### config.mk
export PLATFORM = sky130hd
export DESIGN_NAME = cmd_rx_fifo_pair
export DESIGN_NICKNAME = d
export VERILOG_FILES = /design/src/rtl/fifo_pair_pkg.sv /design/src/rtl/fifo_store.sv /design/src/rtl/fifo_pair_dp.sv /design/src/rtl/fifo_pair_ctrl.sv /design/src/rtl/cmd_rx_fifo_pair.sv
export SDC_FILE = /design/constraint.sdc
export NUM_CORES = 1
export LEC_CHECK = 0
export ABC_AREA = 1
export BUFFER_PORTS_ARGS = -buffer_cell sky130_fd_sc_hd__buf_2
export CELL_PAD_IN_SITES_DETAIL_PLACEMENT = 1
export CELL_PAD_IN_SITES_GLOBAL_PLACEMENT = 2
export CORE_MARGIN = 2
export CORE_UTILIZATION = 45
export CTS_BUF_LIST = sky130_fd_sc_hd__clkbuf_4
export DETAILED_ROUTE_END_ITERATION = 8
export PLACE_DENSITY_LB_ADDON = 0.3
export SYNTH_ARGS = -nofsm -noshare
export SYNTH_HDL_FRONTEND = slang
export SYNTH_SLANG_ARGS = --single-unit
### constraint.sdc
create_clock -name clk -period 6.6 [get_ports clk]
set_input_delay 1.32 -clock clk [delete_from_list [all_inputs] [get_ports clk]]
set_output_delay 1.32 -clock clk [all_outputs]
set_load 0.03 [all_outputs]
### src/rtl/fifo_pair_pkg.sv
package fifo_pair_pkg;

  // Strobes issued by the control unit to the storage datapath
  typedef struct packed {
    logic txPush;
    logic txPop;
    logic txFlush;
    logic rxPush;
    logic rxPop;
    logic rxFlush;
  } fifoStrobes_t;

  // Status word layout; a register-file neighbour decodes these positions
  localparam int STATUS_W    = 12;
  localparam int ST_RX_RDERR = 0;
  localparam int ST_RX_WRERR = 1;
  localparam int ST_RX_EMPTY = 3;
  localparam int ST_TX_RDERR = 6;
  localparam int ST_TX_WRERR = 7;
  localparam int ST_TX_FULL  = 11;

endpackage

### src/rtl/fifo_store.sv
module fifo_store #(
  parameter int W     = 8,
  parameter int DEPTH = 64
) (
  input  logic                       clk,
  input  logic                       rstN,
  input  logic                       flush,
  input  logic                       push,
  input  logic [W-1:0]               pushData,
  input  logic                       pop,
  output logic [W-1:0]               headData,
  output logic [$clog2(DEPTH):0]     level,
  output logic                       empty,
  output logic                       full
);
  localparam int AW = $clog2(DEPTH);
  localparam int LW = AW + 1;

  logic [W-1:0]  mem [DEPTH];
  logic [AW-1:0] wrPtr, rdPtr;

  function automatic logic [AW-1:0] bump(input logic [AW-1:0] p);
    return (p == AW'(DEPTH - 1)) ? '0 : p + 1'b1;
  endfunction

  always_ff @(posedge clk) begin
    if (push) mem[wrPtr] <= pushData;
  end

  always_ff @(posedge clk) begin
    if (!rstN || flush) begin
      wrPtr <= '0;
      rdPtr <= '0;
      level <= '0;
    end else begin
      if (push) wrPtr <= bump(wrPtr);
      if (pop)  rdPtr <= bump(rdPtr);
      level <= level + LW'(push) - LW'(pop);
    end
  end

  assign empty    = (level == '0);
  assign full     = (level == LW'(DEPTH));
  assign headData = empty ? '0 : mem[rdPtr];

endmodule

### src/rtl/fifo_pair_dp.sv
module fifo_pair_dp
  import fifo_pair_pkg::*;
#(
  parameter int DEPTH  = 64,
  parameter int CMD_W  = 11,
  parameter int DATA_W = 8
) (
  input  logic                   clk,
  input  logic                   rstN,
  input  fifoStrobes_t           strb,
  input  logic [CMD_W-1:0]       cmdWrData,
  input  logic [DATA_W-1:0]      engRxData,
  output logic [CMD_W-1:0]       engCmdData,
  output logic [DATA_W-1:0]      rxRdData,
  output logic [$clog2(DEPTH):0] txLevel,
  output logic [$clog2(DEPTH):0] rxLevel,
  output logic                   txEmpty,
  output logic                   txFull,
  output logic                   rxEmpty,
  output logic                   rxFull
);

  fifo_store #(.W(CMD_W), .DEPTH(DEPTH)) txStore (
    .clk(clk), .rstN(rstN), .flush(strb.txFlush),
    .push(strb.txPush), .pushData(cmdWrData), .pop(strb.txPop),
    .headData(engCmdData), .level(txLevel), .empty(txEmpty), .full(txFull)
  );

  fifo_store #(.W(DATA_W), .DEPTH(DEPTH)) rxStore (
    .clk(clk), .rstN(rstN), .flush(strb.rxFlush),
    .push(strb.rxPush), .pushData(engRxData), .pop(strb.rxPop),
    .headData(rxRdData), .level(rxLevel), .empty(rxEmpty), .full(rxFull)
  );

endmodule

### src/rtl/fifo_pair_ctrl.sv
module fifo_pair_ctrl
  import fifo_pair_pkg::*;
#(
  parameter int DEPTH      = 64,
  parameter int THR_W      = 6,
  parameter int RX_THR_RST = 60,
  parameter int TX_THR_RST = 1,
  localparam int CFG_W     = 2 + 2 * THR_W,
  localparam int LW        = $clog2(DEPTH) + 1
) (
  input  logic                clk,
  input  logic                rstN,
  input  logic                cfgWrEn,
  input  logic [CFG_W-1:0]    cfgWrData,
  input  logic                cmdWrEn,
  input  logic                rxRdEn,
  input  logic                engCmdPop,
  input  logic                engRxPush,
  input  logic [LW-1:0]       txLevel,
  input  logic [LW-1:0]       rxLevel,
  input  logic                txEmpty,
  input  logic                txFull,
  input  logic                rxEmpty,
  input  logic                rxFull,
  output fifoStrobes_t        strb,
  output logic [CFG_W-1:0]    cfgRdData,
  output logic [STATUS_W-1:0] statusWord,
  output logic                evtFifoErr,
  output logic                evtRxFull,
  output logic                evtTxEmpty
);

  logic             flushRx, flushTx;
  logic [THR_W-1:0] rxMark, txMark;
  logic             rxRdErr, rxWrErr, txRdErr, txWrErr;

  // Control word
  always_ff @(posedge clk) begin
    if (!rstN) begin
      flushRx <= 1'b0;
      flushTx <= 1'b0;
      rxMark  <= THR_W'(RX_THR_RST);
      txMark  <= THR_W'(TX_THR_RST);
    end else if (cfgWrEn) begin
      flushRx <= cfgWrData[0];
      flushTx <= cfgWrData[1];
      rxMark  <= cfgWrData[2 +: THR_W];
      txMark  <= cfgWrData[2 + THR_W +: THR_W];
    end
  end

  assign cfgRdData = {txMark, rxMark, flushTx, flushRx};

  // Qualified strobes: no access to a queue under flush
  always_comb begin
    strb.txFlush = flushTx;
    strb.rxFlush = flushRx;
    strb.txPush  = cmdWrEn   && !txFull  && !flushTx;
    strb.txPop   = engCmdPop && !txEmpty && !flushTx;
    strb.rxPush  = engRxPush && !rxFull  && !flushRx;
    strb.rxPop   = rxRdEn    && !rxEmpty && !flushRx;
  end

  // Sticky error flags, cleared only by their own queue's flush
  always_ff @(posedge clk) begin
    if (!rstN || flushTx) begin
      txRdErr <= 1'b0;
      txWrErr <= 1'b0;
    end else begin
      if (cmdWrEn && txFull)    txWrErr <= 1'b1;
      if (engCmdPop && txEmpty) txRdErr <= 1'b1;
    end
  end

  always_ff @(posedge clk) begin
    if (!rstN || flushRx) begin
      rxRdErr <= 1'b0;
      rxWrErr <= 1'b0;
    end else begin
      if (engRxPush && rxFull) rxWrErr <= 1'b1;
      if (rxRdEn && rxEmpty)   rxRdErr <= 1'b1;
    end
  end

  always_comb begin
    statusWord              = '0;
    statusWord[ST_RX_RDERR] = rxRdErr;
    statusWord[ST_RX_WRERR] = rxWrErr;
    statusWord[ST_RX_EMPTY] = rxEmpty;
    statusWord[ST_TX_RDERR] = txRdErr;
    statusWord[ST_TX_WRERR] = txWrErr;
    statusWord[ST_TX_FULL]  = txFull;
  end

  assign evtFifoErr = rxRdErr | rxWrErr | txRdErr | txWrErr;
  assign evtRxFull  = (rxLevel >= LW'(rxMark));
  assign evtTxEmpty = (txLevel <= LW'(txMark));

endmodule

### src/rtl/cmd_rx_fifo_pair.sv
module cmd_rx_fifo_pair
  import fifo_pair_pkg::*;
#(
  parameter int DEPTH      = 64,
  parameter int CMD_W      = 11,
  parameter int DATA_W     = 8,
  parameter int THR_W      = 6,
  parameter int RX_THR_RST = 60,
  parameter int TX_THR_RST = 1
) (
  input  logic                clk,
  input  logic                rstN,
  input  logic                cfgWrEn,
  input  logic [2*THR_W+1:0]  cfgWrData,
  output logic [2*THR_W+1:0]  cfgRdData,
  output logic [11:0]         statusWord,
  input  logic                cmdWrEn,
  input  logic [CMD_W-1:0]    cmdWrData,
  input  logic                rxRdEn,
  output logic [DATA_W-1:0]   rxRdData,
  input  logic                engCmdPop,
  output logic [CMD_W-1:0]    engCmdData,
  input  logic                engRxPush,
  input  logic [DATA_W-1:0]   engRxData,
  output logic                evtFifoErr,
  output logic                evtRxFull,
  output logic                evtTxEmpty
);
  localparam int LW = $clog2(DEPTH) + 1;

  fifoStrobes_t strb;
  logic [LW-1:0] txLevel, rxLevel;
  logic          txEmpty, txFull, rxEmpty, rxFull;

  fifo_pair_ctrl #(
    .DEPTH(DEPTH), .THR_W(THR_W),
    .RX_THR_RST(RX_THR_RST), .TX_THR_RST(TX_THR_RST)
  ) ctrl (
    .clk(clk), .rstN(rstN), .cfgWrEn(cfgWrEn), .cfgWrData(cfgWrData),
    .cmdWrEn(cmdWrEn), .rxRdEn(rxRdEn), .engCmdPop(engCmdPop),
    .engRxPush(engRxPush), .txLevel(txLevel), .rxLevel(rxLevel),
    .txEmpty(txEmpty), .txFull(txFull), .rxEmpty(rxEmpty), .rxFull(rxFull),
    .strb(strb), .cfgRdData(cfgRdData), .statusWord(statusWord),
    .evtFifoErr(evtFifoErr), .evtRxFull(evtRxFull), .evtTxEmpty(evtTxEmpty)
  );

  fifo_pair_dp #(.DEPTH(DEPTH), .CMD_W(CMD_W), .DATA_W(DATA_W)) dp (
    .clk(clk), .rstN(rstN), .strb(strb),
    .cmdWrData(cmdWrData), .engRxData(engRxData),
    .engCmdData(engCmdData), .rxRdData(rxRdData),
    .txLevel(txLevel), .rxLevel(rxLevel),
    .txEmpty(txEmpty), .txFull(txFull), .rxEmpty(rxEmpty), .rxFull(rxFull)
  );

endmodule

==> impl_results.md <==
* Run status: completed
* CTS root buf: clkbuf_4
* Adder-Cell Fraction of Synth Area at 0.00856
* Slew Limit Fails at 0
* Worst-Skew Late Latency at between 1 and 1.5 ns
* Post-Synth XOR/XNOR Area at 0.00149
* Synth top area share at 0.690
* Area leader, netlist: edfxtp_1
* Mapped Area at ~53000 um^2
* Final worst setup slack at 0.680 ns
* Row cnt at 125
* Post-route design area at 58700 um^2
* Comb pwr share at 0.167
* Post-DP HPWL at 84500 um
* Area after DPL at 54500 um^2
* Grt total ovfl at 0
* Per-cell routed wire length at 22.9 um
* CP required at about 5.3 ns
* Sink Count at 1284
* Residual DRC at 0
* Post-CTS setup buffers at 0
* Worst-path fanout max at between 70 and 80
* Routability cong. at 0.789
* Net Sw Power at around 5.7 mW
* Die width at ~350 um
* Ports at between 80 and 90
* Yosys reg bits at around 1.3k
* Die height at 347 um
* Hold WS at about 0.36 ns
* Critical setup path kind: reg2out
* Seq pwr share at 0.477
* Initial antenna violation count at 5
* Clock Power Share at 0.355
* R2R Setup Slk at approximately 2.8 ns
* FILL cells at 12.6k
* Most frequent cells in the layout: nand2_1 (1574), edfxtp_1 (1216), nand3_1 (1053)
* DRT Pass-1 Iters at 6
* Post-Synth Simple-Gate Area at 0.226
* TritonCTS Buffers at 351
* Area of the die at 120000 um^2
* Vias at 36.9k
* Setup TNS at 0 ns
* Seq/Total Area, Yosys at 0.716
* Critical path startpoint category: flip-flop
* Post-Syn Area per Cell at 11.4 um^2
* LEAKAGE at 21.5 nW
* Nets at ~5.0k
* Antenna viol nets, final at 0
* Reg2reg end: dp.rxStore.mem[52][3]
* CTS tree: done
* Class of the worst hold path: in2reg
* Synth top area cells: edfxtp_1 (69%), nand2_1 (11%), nand3_1 (10%)
* Drt total wl at 152000 um
* Vias in the first global route at around 38k
* Total GRT Usage at 0.252
* Final Hold Fails at 0
* Layout cell share with drive strength beyond 1 at 0.141
* H-tree Lvls at 5
* DRT iter0 DRCs at 3184
* Reg2reg path depth at 9
* Synth unique cells at 31
* Core Area at 116000 um^2
* Pwr dens at 326 nW/um^2
* Critical Path Sink Type: output port
* Largest family of logic cells by synthesized area: simple AND/OR/NAND/NOR gates
* Synth Area in Compound Gates at 0.0117
* Reg2reg start: dp.rxStore.level[2]
* Most common cell after layout, fill and taps aside: nand2_1
* First-pass GRT wire length at 230000 um
* Hold path endpoint: ctrl.rxMark[5]
* Relative slew slack at 0.151
* Internal power at 13.4 mW
* Setup Skew at 0.0899 ns
* Final setup vio count at 0
* Worst vdd ir at 0.212 mV
* # hold bufs at CTS at 0
* Post-CTS sizing at 0
* Avg Vias per Cell at 5.55
* Area Overhead vs Synth at 10.9%
* Hold depth at 3
* Port bufs at 81
* Sw Ratio at 0.297
* Mux cell area share after synthesis at 0
* Final min period at 5.92 ns
* Synthesis warning total at 0
* Max cap viols at 0
* Final period utilization at 0.897
* Hold Startpoint: cfgWrData[7]
* Achievable frequency at 0.169 GHz
* Reg clk slew, reported paths at 0.06 ns
* Syn Inst Count at 4650
* Crit path DAT at 4.60 ns
* Starting Density at 0.455
* Place WS at around 2 ns
* CTS max path bufs at 4
* Unrepaired setup endpoints after global routing: false
* Worst-margin pin slew at about 1.3 ns
* Largest net degree at the start of global routing at 175
-- worst max-delay path, stage by stage, from the launching register on --
cell,delay (ns)
dfxtp_4,0.89
inv_6,0.45
buf_12,0.39
nand3_1,0.18
nand3_1,0.16
nand2_1,0.13
nand2_1,0.06
nand3_1,0.24
nand3_1,0.11
a21oi_1,0.28
buf_2,0.26
-- routing by layer --
layer	GRT usage	wire length [um]	up-vias
met5	0	13	-
met2	0.389	69900	1224
met1	0.362	68800	18600
met4	0.0752	2580	2
met3	0.0519	10700	189
li1	-	-	16900
-- final cells by class --
| type | count | area, um^2 | share of cell area |
|---|---|---|---|
| Inverter | 98 | 393 | 0.00670 |
| Clock buffer | 515 | 3870 | 0.0659 |
| Sequential cell | 1284 | 37900 | 0.646 |
| Tap cell | 1524 | 1910 | 0.0325 |
| Multi-Input combinational cell | 2992 | 13200 | 0.224 |
| Clock inverter | 63 | 280 | 0.00478 |
| Antenna cell | 3 | 7.51 | 0.000128 |
| Timing Repair Buffer | 164 | 1140 | 0.0195 |
-- power groups by stage --
stage | combinational [mW] | clock, mW | sequential, mW
6_report | 3.20 | 6.79 | 9.11
3_5_place_dp | 3.21 | 0 | 9.29
3_3_place_gp | 3.13 | 0 | 9.29
5_1_grt | 3.56 | 7.37 | 9.12
4_1_cts | 3.22 | 6.97 | 9.12
2_1_floorplan | 2.22 | 0 | 9.23
-- through the flow --
| step | total power [mW] | std cells | utilization |
|---|---|---|---|
| after floorplan | 11.4 | 4655 | - |
| after global placement | 12.4 | 6062 | 0.468 |
| after detailed placement | 12.5 | 6062 | 0.468 |
| after CTS | 19.3 | 6640 | 0.504 |
| after global routing | 20.1 | 6642 | 0.504 |
| final | 19.1 | 6643 | 0.504 |
-- registers in the layout, summed over array words and instances (netlist names), named ones only --
name and count:
dp.txStore.mem 704, dp.rxStore.wrPtr 6, ctrl.txMark 6, dp.rxStore.mem 512
dp.txStore.rdPtr 6, dp.rxStore.rdPtr 6, ctrl.flushRx 1, ctrl.rxRdErr 1
dp.txStore.level 7, ctrl.rxWrErr 1, dp.txStore.wrPtr 6, ctrl.flushTx 1
ctrl.txWrErr 1, ctrl.txRdErr 1, ctrl.rxMark 6, dp.rxStore.level 7
-- synthesized netlist by cell type, drive strengths merged --
cell and count:
inv 94, nand4 18, o22ai 1, fa 2
buf 223, or2 2, a211oi 2, nand2 1576
nor3 9, clkinv 4, o21bai 1, o21ai 38
a21oi 78, xor2 7, xnor2 2, clkbuf 58
a21boi 1, ha 33, conb 1, nand3 1054
dfxtp 68, nor2 162, edfxtp 1216
-- worst max path at each step --
| stage | end | from |
|---|---|---|
| 2_1_floorplan | evtRxFull | ctrl.rxMark[1] |
| 3_3_place_gp | engCmdData[10] | flip-flop |
| 3_5_place_dp | engCmdData[4] | flip-flop |
| 4_1_cts | engCmdData[10] | flip-flop |
| 5_1_grt | engCmdData[10] | flip-flop |
| 6_report | engCmdData[10] | flip-flop |
-- kinds of logic after synthesis --
| kind of cell | after synthesis |
|---|---|
| AND/OR/NAND/NOR | 2821 |
| flip-flops | 1284 |
| buffers and inverters | 379 |
| AO/OA/AOI/OAI | 121 |
| adder cells (fa/ha/maj) | 35 |
| XOR/XNOR | 9 |
| other | 1 |
(Power assumes the default switching activity.)
